$ cat src/rtl/alarm_pkg.sv
package alarm_pkg;
  localparam int unsigned NUM_ALM = 2;
  localparam int unsigned ALM_IDX_W = (NUM_ALM > 1) ? $clog2(NUM_ALM) : 1;

  typedef enum logic {
    MODE_ONESHOT = 1'b0,
    MODE_REPEAT  = 1'b1
  } alm_mode_e;
endpackage

$ cat src/rtl/alarm_match_unit.sv
module alarm_match_unit #(
  parameter int unsigned TIME_W = 24
) (
  input  logic              tick,
  input  logic [TIME_W-1:0] now_time,
  input  logic [TIME_W-1:0] target,
  output logic              hit
);
  // a match counts only on the update strobe, so one time step gives one hit
  always_comb hit = tick && (now_time == target);
endmodule

$ cat src/rtl/alarm_arm_ctrl.sv
module alarm_arm_ctrl
  import alarm_pkg::*;
#(
  parameter int unsigned N = NUM_ALM
) (
  input  logic         clk,
  input  logic         rst,
  input  logic [N-1:0] en,
  input  alm_mode_e    mode,
  input  logic         fout_en,
  input  logic [N-1:0] hit,
  output logic [N-1:0] fire
);
  logic [N-1:0] armed_q;
  logic [N-1:0] lower_en;

  // lower_en[i]: some alarm with higher priority (lower index) is enabled
  always_comb begin
    lower_en = '0;
    for (int i = 1; i < N; i++) lower_en[i] = lower_en[i-1] | en[i-1];
  end

  for (genvar g = 0; g < N; g++) begin : g_alm
    logic may_fire;
    always_comb begin
      if (mode == MODE_REPEAT) may_fire = !lower_en[g];
      else                     may_fire = armed_q[g];
    end
    always_comb fire[g] = !fout_en && en[g] && hit[g] && may_fire;

    always_ff @(posedge clk) begin
      if (rst)                                armed_q[g] <= 1'b1;
      else if (!en[g] || mode == MODE_REPEAT) armed_q[g] <= 1'b1;
      else if (fire[g])                       armed_q[g] <= 1'b0;
    end
  end
endmodule

$ cat src/rtl/alarm_status.sv
module alarm_status #(
  parameter int unsigned N = 2
) (
  input  logic         clk,
  input  logic         rst,
  input  logic [N-1:0] fire,
  input  logic         clr,
  output logic [N-1:0] flag,
  output logic         irq
);
  for (genvar g = 0; g < N; g++) begin : g_flag
    always_ff @(posedge clk) begin
      if (rst)          flag[g] <= 1'b0;
      else if (fire[g]) flag[g] <= 1'b1;
      else if (clr)     flag[g] <= 1'b0;
    end
  end

  always_ff @(posedge clk) begin
    if (rst) irq <= 1'b0;
    else     irq <= |fire;
  end
endmodule

$ cat src/rtl/time_match_alarm.sv
module time_match_alarm
  import alarm_pkg::*;
#(
  parameter int unsigned TIME_W = 24
) (
  input  logic              clk,
  input  logic              rst,
  input  logic              tick,
  input  logic [TIME_W-1:0] now_time,
  input  logic [TIME_W-1:0] alm0_time,
  input  logic [TIME_W-1:0] alm1_time,
  input  logic [1:0]        alm_en,
  input  logic              pulse_mode,
  input  logic              fout_en,
  input  logic              sr_read_clr,
  output logic [1:0]        alm_flag,
  output logic              irq
);
  logic [TIME_W-1:0] targets [NUM_ALM];
  logic [NUM_ALM-1:0] hit;
  logic [NUM_ALM-1:0] fire;
  alm_mode_e          mode;

  always_comb begin
    targets[0] = alm0_time;
    targets[1] = alm1_time;
    mode = pulse_mode ? MODE_REPEAT : MODE_ONESHOT;
  end

  for (genvar g = 0; g < NUM_ALM; g++) begin : g_cmp
    alarm_match_unit #(.TIME_W(TIME_W)) u_cmp (
      .tick(tick), .now_time(now_time), .target(targets[g]), .hit(hit[g])
    );
  end

  alarm_arm_ctrl #(.N(NUM_ALM)) u_arm (
    .clk(clk), .rst(rst), .en(alm_en), .mode(mode),
    .fout_en(fout_en), .hit(hit), .fire(fire)
  );

  alarm_status #(.N(NUM_ALM)) u_stat (
    .clk(clk), .rst(rst), .fire(fire), .clr(sr_read_clr),
    .flag(alm_flag), .irq(irq)
  );
endmodule

$ cat config.mk
export PLATFORM = sky130hd
export DESIGN_NAME = time_match_alarm
export DESIGN_NICKNAME = d
export VERILOG_FILES = /design/src/rtl/alarm_pkg.sv /design/src/rtl/alarm_match_unit.sv /design/src/rtl/alarm_arm_ctrl.sv /design/src/rtl/alarm_status.sv /design/src/rtl/time_match_alarm.sv
export SDC_FILE = /design/constraint.sdc
export NUM_CORES = 1
export LEC_CHECK = 0
export BUFFER_PORTS_ARGS = -buffer_cell sky130_fd_sc_hd__buf_2
export CORE_MARGIN = 4
export CORE_UTILIZATION = 36
export DETAILED_ROUTE_END_ITERATION = 8
export GPL_TIMING_DRIVEN = 0
export PLACE_DENSITY = 0.9
export REMOVE_ABC_BUFFERS = 1
export SYNTH_ARGS = -nofsm -noshare
export SYNTH_HDL_FRONTEND = slang
export SYNTH_SLANG_ARGS = --single-unit
$ cat constraint.sdc
create_clock -name clk -period 3.15 [get_ports clk]
set_clock_uncertainty 0.05 [all_clocks]
set_input_delay 0.63 -clock clk [delete_from_list [all_inputs] [get_ports clk]]
set_output_delay 0.63 -clock clk [all_outputs]
set_load 0.005 [all_outputs]
# Word-level counts from Yosys, hierarchy flattened
# Index checks and enable logic that the tools add are counted.
# W data, S select, Z words.
[op_classes]
eq_ne = 2
mux = 6
reduce_logical = 18
[op_table]
columns = ["operator", "count"]
rows = [
  ["$eq A24 B24 Y1", 2],
  ["$logic_and A1 B1 Y1", 8],
  ["$mux W1", 6],
  ["$reduce_or A2 Y1", 3],
  ["$reduce_bool A2 Y1", 2],
  ["$logic_not A1 Y1", 3],
  ["$logic_or A1 B1 Y1", 2],
]
[totals]
register_bits = 5
inputBits = 80
elab_cells = 31

# Logic depth before layout (Yosys ltp)
# Gate-level depths: netlist of the first run.
[depth]
ltp_word = 5
mapped_depth = 5

# Hierarchy
# From an unflattened synthesis of the first run, not the netlist that was laid out.
[hier_totals]
hier_cells = 88
area_unflattened_um2 = 737.0
[modules_own_cells]
columns = ["mod", "instances", "cells_per_inst", "area_each_um2", "seq_area_each_um2"]
rows = [
  ["alarm_match_unit", 2, 33, 269.0, 0.0],
  ["alarm_arm_ctrl", 1, 12, 103.8, 40.0],
  ["alarm_status", 1, 10, 95.1, 60.1],
]

# Worst setup path after synthesis of the first run
# No wires, ideal clock.
[synth_path]
path_kind = "input-to-reg"
from = "input now_time[18]"
to = "register u_arm.armed_q[1]"
t_arrival_ns = 1.848
slack_ns = 1.138
cell_stages = 5
path_cell_list = "xor2_1 -> nor4_1 -> nand4_1 -> or4_4 -> a21o_1"
[synth_between]
elab_chain_cells = 4
[synth_rtl]
columns = ["item", "line", "rtl"]
rows = [
  ["from (decl)", "time_match_alarm.sv:9", "input logic [TIME_W-1:0] now_time,"],
  ["$eq A24 B24 Y1", "alarm_match_unit.sv:10", "always_comb hit = tick && (now_time == target);"],
  ["$logic_and A1 B1 Y1", "alarm_match_unit.sv:10", ""],
  ["$logic_and A1 B1 Y1 (2 in a row)", "alarm_arm_ctrl.sv:29", "always_comb fire[g] = !fout_en && en[g] && hit[g] && may_fire;"],
  ["to (signal, indexed assignment)", "alarm_arm_ctrl.sv:32", "if (rst) armed_q[g] <= 1'b1;"],
  ["to (signal, indexed assignment)", "alarm_arm_ctrl.sv:33", "else if (!en[g] || mode == MODE_REPEAT) armed_q[g] <= 1'b1;"],
  ["to (signal, indexed assignment)", "alarm_arm_ctrl.sv:34", "else if (fire[g]) armed_q[g] <= 1'b0;"],
  ["to (decl)", "alarm_arm_ctrl.sv:14", "logic [N-1:0] armed_q;"],
]
# No other way between the ends.
# A chain may end at the register's enable or synchronous reset.

# Final worst setup path of the first run
# Same ends and word-level chain as after synthesis.

==> results_dict.tcl, run 1 <==
set metrics [dict create \
    status "complete, no violations" \
    max_freq_ghz 0.4977 \
    drc 0 \
    rsz0062_at_grt "false" \
    die_y_um 52.55 \
    cts_buffers 3 \
    synth-seq-cells 5 \
    grt_max_degree 5 \
    grt_pass1_vias 1059 \
    hp-class "register to register" \
    synth-warning-count 0 \
    pin_count 83 \
    reg2reg_slack_ns 1.66 \
    dieArea_sq_um 2762 \
    wl_per_cell_um 12.95 \
    post_cts_resized 0 \
    reg2regPathDepth 5 \
    antenna_cells 0 \
    gp_congestion 0.7781 \
    clk_latency_ns 0.24 \
    regToRegEndpoint "u_arm.armed_q[1]" \
    startpoint_type "input pin" \
    clock-sinks 5 \
    hold-path-endpoint "u_arm.armed_q[1]" \
    start_util_pct 39.65 \
    track_usage_pct 19.58 \
    worstReg2RegStart "u_arm.armed_q[1]" \
    first_pass_iters 4 \
    stdcell_count 197 \
    place.detailed.hpwl_um 2422 \
    min_period_ns 2.009 \
    post_cts_buffers 0 \
    cts_max_path_buffers 2 \
    port_buffers 82 \
    grt_overflow 0 \
    setup_viol 0 \
    synth_cell_types 15 \
    syn_avg_cell_area_sq_um 8.307 \
    required_ns 3.23 \
    maxSlewViolCount 0 \
    hold-worst-slack_ns 0.4149 \
    critPathCaptureType "register" \
    path_class "input pin to register" \
    fin_nets 253 \
    hold_viol_final 0 \
    synth_area_sq_um 714.4 \
    area_growth_pct 65.50 \
    worst_slew_pin_slew_ns 0.3630 \
    dr_total_vias 946 \
    power.density_nw_per_um2 222.8 \
    totalWireLength_um 2552 \
    power_leakage_nw 0.5513 \
    path_cells "buf_2 -> xor2_1 -> nor4_1 -> nand4_1 -> or4_4 -> a21o_1" \
    antenna_found_initial 0 \
    crit_start "now_time[18]" \
    period_share_pct 63.79 \
    synthCells 86 \
    critPathSlowestCell "or4_4" \
    fin_tns_setup_ns 0 \
    drtIter0Drc 6 \
    max-vdd-ir-drop_uv 133.6 \
    hold_depth 1 \
    grt_pass1_wl_um 4002 \
    synth_seq_area_share_pct 14.01 \
    drive_gt1_share_pct 50.00 \
    cts_tree "yes" \
    cts.reportedPaths.clkPinSlew_ns 0.04 \
    slew-limit-headroom_pct 75.58 \
    slowest_delay_ns 0.57 \
    cts-root-buf "clkbuf_4" \
    viasPerCell 4.802 \
    cts_hold_buffers 0 \
    ant_nets 0 \
    rows 15 \
    cp.arrival_ns 2.09 \
    core_area_sq_um 1802 \
    dp.cells 193 \
    worst-path-max-fanout 3 \
    dieWidth_um 52.55 \
    maxCapViolCount 0 \
    hold_start "u_arm.armed_q[1]" \
    cts.htree.levels 1 \
]
## flip-flops by register name (all words and copies together) (netlist names)
signal and count:
u_stat.irq 1, u_arm.armed_q 2, u_stat.flag 2
## critical path, delay by kind of cell
family,cells,cell delay (ns)
AO/OA/AOI/OAI,1,0.19
AND/OR/NAND/NOR,3,0.99
XOR/XNOR,1,0.15
buffers and inverters,1,0.12
## per-stage QoR
stage | total power [mW] | util [%] | worst slack (ns) | instance area (sq um)
2_1_floorplan | 0.1199 | - | 1.138 | 714.4
3_3_place_gp | 0.1877 | 64.17 | 0.9049 | 1156
3_5_place_dp | 0.1924 | 64.17 | 0.8852 | 1156
4_1_cts | 0.2677 | 65.63 | 1.142 | 1182
5_1_grt | 0.2854 | 65.63 | 1.070 | 1182
6_report | 0.2635 | 65.63 | 1.141 | 1182
## cells in the mapped netlist (all sizes together)
cell type	instances	share of area (%)
nor4	5	4.4
xnor2	29	36
nor2b	1	0.88
nor3	1	0.70
nand4	8	7.0
a21o	2	2.1
xor2	19	23
dfxtp	5	14
nor2	3	1.6
o2111ai	1	1.2
nand2	2	1.1
nand2b	2	1.8
a21oi	4	2.8
or4	1	1.6
nand3	3	2.1
## power by group
group	switching (mW)	internal (mW)	leakage [nW]
Combinational	0.0542	0.0733	0.496
Clock	0.0246	0.0478	0.0150
Sequential	0.000000000411	0.0636	0.0403
Total	0.0788	0.185	0.551
## routing by layer
metal  up-vias  track usage, %  part of all wire (%)
met3         6           5.128                    10
met1       408           18.00                    32
met2        59           39.26                    55
met4         0           8.085                   1.9
li1        473               -                     -
met5         -               0                     0
## worst max path at each step
stage | end | slack (ns) | depth (start not counted)
5_1_grt | u_arm.armed_q[1] | 1.07 | 6
4_1_cts | u_arm.armed_q[1] | 1.14 | 6
6_report | u_arm.armed_q[1] | 1.14 | 6
2_1_floorplan | u_arm.armed_q[1] | 1.14 | 5
3_5_place_dp | u_arm.armed_q[1] | 0.89 | 6
3_3_place_gp | u_arm.armed_q[1] | 0.90 | 6
## layout by cell type (no fill, tap or decap), types with 2 or more instances in the layout
| cell | instances |
|---|---|
| nand2b_1 | 2 |
| xnor2_1 | 29 |
| nand4_1 | 8 |
| xor2_1 | 19 |
| nand3_1 | 3 |
| nand2_1 | 2 |
| a21o_1 | 2 |
| a21oi_1 | 4 |
| nor4_1 | 5 |
| nor2_1 | 3 |
| clkbuf_4 | 3 |
| dfxtp_1 | 5 |
| buf_2 | 82 |
## cell type report
cell class              instances  area (sq um)
well taps                      25         31.28
multi-input cells              81         614.3
repair buffers                 82         410.4
flip-flops and latches          5         100.1
clock buffers                   4         26.28
fillers                       173         619.3
## cells by family after synthesis
logic type,count (synthesis),synth area share [%]
AO/OA/AOI/OAI,7,6.129
XOR/XNOR,48,58.84
flip-flops,5,14.01
AND/OR/NAND/NOR,26,21.02
No activity file was read; power rests on OpenSTA's default activity.
==> run 2: changes to the inputs <==
- ABC_AREA: default -> 1
- CORE_UTILIZATION: 36 -> 37
- PLACE_DENSITY: 0.9 -> 0.81
- clock period: 3.15 -> 1.7 ns (I/O delays scaled with it)
==> run 2 against run 1 <==
Net effect: power increased by 120%; setup slack worse by 0.65 ns; utilization down 8.9 points; sequential power increased by 86%; critical path type is now register to register; cell area up 36%; sequential share of layout area decreased by 2.2 points; worst hold slack got worse by 0.17 ns; count of clock-buffer cells in the layout unchanged; final cell count grew 69%; critical endpoint unchanged; register-to-register slack worse by 1.2 ns.
==> results_dict.tcl, run 2 <==
set metrics [dict create \
    status "complete, no violations" \
    slowest_delay_ns 0.34 \
    max-vdd-ir-drop_uv 201.5 \
    dp.cells 328 \
    dieWidth_um 63.23 \
    wl_per_cell_um 9.750 \
    cts.htree.levels 1 \
    required_ns 1.78 \
    synthTopCellsByArea "nand2_1, xnor2_1, inv_1" \
    pin_count 83 \
    clock-sinks 5 \
    maxSlewViolCount 0 \
    viasPerCell 4.386 \
    hold_viol_final 0 \
    post_cts_resized 0 \
    min_period_ns 1.209 \
    synth-seq-cells 5 \
    drtIter0Drc 34 \
    async_reset_ff_share_pct 0 \
    layout_top_registers "u_arm.armed_q (2), u_stat.flag (2), u_stat.irq (1)" \
    area_growth_pct 42.13 \
    port_buffers 82 \
    ys.flop_type "dfxtp_1" \
    synth_area_sq_um 1129 \
    synth_cell_types 21 \
    synth.top_cell.area_share_pct 25.61 \
    period_share_pct 71.14 \
    post_cts_buffers 0 \
    path_delay_family "simple AND/OR/NAND/NOR gates" \
    setup_viol 0 \
    place.detailed.hpwl_um 2940 \
    layout_common_cells "buf_2, nand2_1, inv_1, nor2_1, xnor2_1" \
    track_usage_pct 16.20 \
    crit_buf_inv 1 \
    rsz0062_at_grt "false" \
    cts_tree "yes" \
    synth_seq_area_share_pct 8.869 \
    grt_max_degree 6 \
    yosys.area.top_type "nand2_1" \
    cts_max_path_buffers 2 \
    dr_total_vias 1456 \
    synth_edf_count 0 \
    critPathSlowestCell "dfxtp_1" \
    cts_buffers 3 \
    clk_latency_ns 0.24 \
    drive_gt1_share_pct 34.88 \
    core_area_sq_um 2829 \
    grt_pass1_vias 1392 \
    drc 0 \
    crit_path_frequent_cell "nand2_1" \
    path_class "register to register" \
    first_pass_iters 4 \
    grt_pass1_wl_um 5437 \
    worst-path-max-fanout 3 \
    antenna_found_initial 0 \
    path_cells "inv_1 -> nand2_1 -> nand4_2 -> nor2_1 -> nand2_1 -> nor2_2 -> nand2_2 -> nand2_1 -> nand3_1" \
    antenna_cells 0 \
    startpoint_type "register" \
    layout.cells.most_common "buf_2" \
    dieArea_sq_um 3998 \
    gp_congestion 0.8065 \
    grt_overflow 0 \
    power.density_nw_per_um2 357.5 \
    synth_common_cells "nand2_1, inv_1, nor2_1" \
    power_leakage_nw 0.9447 \
    die_y_um 63.23 \
    cp.arrival_ns 1.29 \
    power_mw 0.5734 \
    slew-limit-headroom_pct 83.97 \
    yosysMostFrequentCell "nand2_1" \
    maxCapViolCount 0 \
    cts_hold_buffers 0 \
    synth-warning-count 0 \
    worst_slew_pin_slew_ns 0.2388 \
    cts.reportedPaths.clkPinSlew_ns 0.05 \
    fin_nets 382 \
    stdcell_count 332 \
    start_util_pct 39.89 \
    rows 19 \
    final_util_pct 56.70 \
    syn_avg_cell_area_sq_um 5.249 \
    cts-root-buf "clkbuf_4" \
    synthCells 215 \
    totalWireLength_um 3237 \
    fin_tns_setup_ns 0 \
    ant_nets 0 \
    hp-class "input pin to register" \
    max_freq_ghz 0.8269 \
    critPathCaptureType "register" \
]
[run 2: path summary, 6_finish.rpt]
path,start,endpoint,slack (ns),depth (start not counted)
setup / recovery,u_arm.armed_q[1],u_arm.armed_q[1],0.49,9
hold / removal,alm_en[1],u_arm.armed_q[1],0.25,2
setup reg to reg,u_arm.armed_q[1],u_arm.armed_q[1],0.49,9
hold reg to reg,u_arm.armed_q[0],u_arm.armed_q[0],0.40,2
[run 2: routing by layer]
metal	up-vias	wire length, um	global-route usage [%]
li1	810	-	-
met1	596	1291	18.66
met2	50	1610	29.91
met3	0	335	5.329
met4	0	0	1.617
met5	-	0	0
[run 2: logic make-up (layout without fill, tap and decap cells)]
group | Yosys count | in the layout | synth area share [%]
and+or+nand+nor | 132 | 132 | 49.89
buffers and inverters | 41 | 127 | 13.64
xor gates and xnor gates | 30 | 30 | 23.28
AOI/OAI and AO/OA | 7 | 7 | 4.324
DFF | 5 | 5 | 8.870
[run 2: cell type report]
type | count | area [sq um]
Multi-Input combinational cell | 169 | 874.6
Clock buffer | 4 | 26.28
Fill cell | 301 | 1225
Tap cell | 31 | 38.79
Inverter | 41 | 153.9
Sequential cell | 5 | 100.1
Timing Repair Buffer | 82 | 410.4
[run 2: worst reg2reg max path: stages, from the launching register on]
cell and delay [ns]:
dfxtp_1 0.34, inv_1 0.04, nand2_1 0.09, nand4_2 0.09
nor2_1 0.11, nand2_1 0.07, nor2_2 0.10, nand2_2 0.09
nand2_1 0.07, nand3_1 0.05
[run 2: power by group]
group	leakage (nW)	switching (mW)	internal [mW]
combinational	0.889	0.160	0.154
sequential	0.0403	0.00000000160	0.118
clock	0.0150	0.0525	0.0890
[run 2: per-stage QoR]
step                hold WS [ns]  instance area [sq um]  setup WS (ns)
finish                    0.2479                   1604         0.4906
global route              0.2450                   1604         0.3745
CTS                       0.2454                   1604         0.4780
detailed placement        0.3892                   1578         0.3135
global placement          0.3765                   1578         0.3205
floorplan                 0.3524                   1129         0.5713
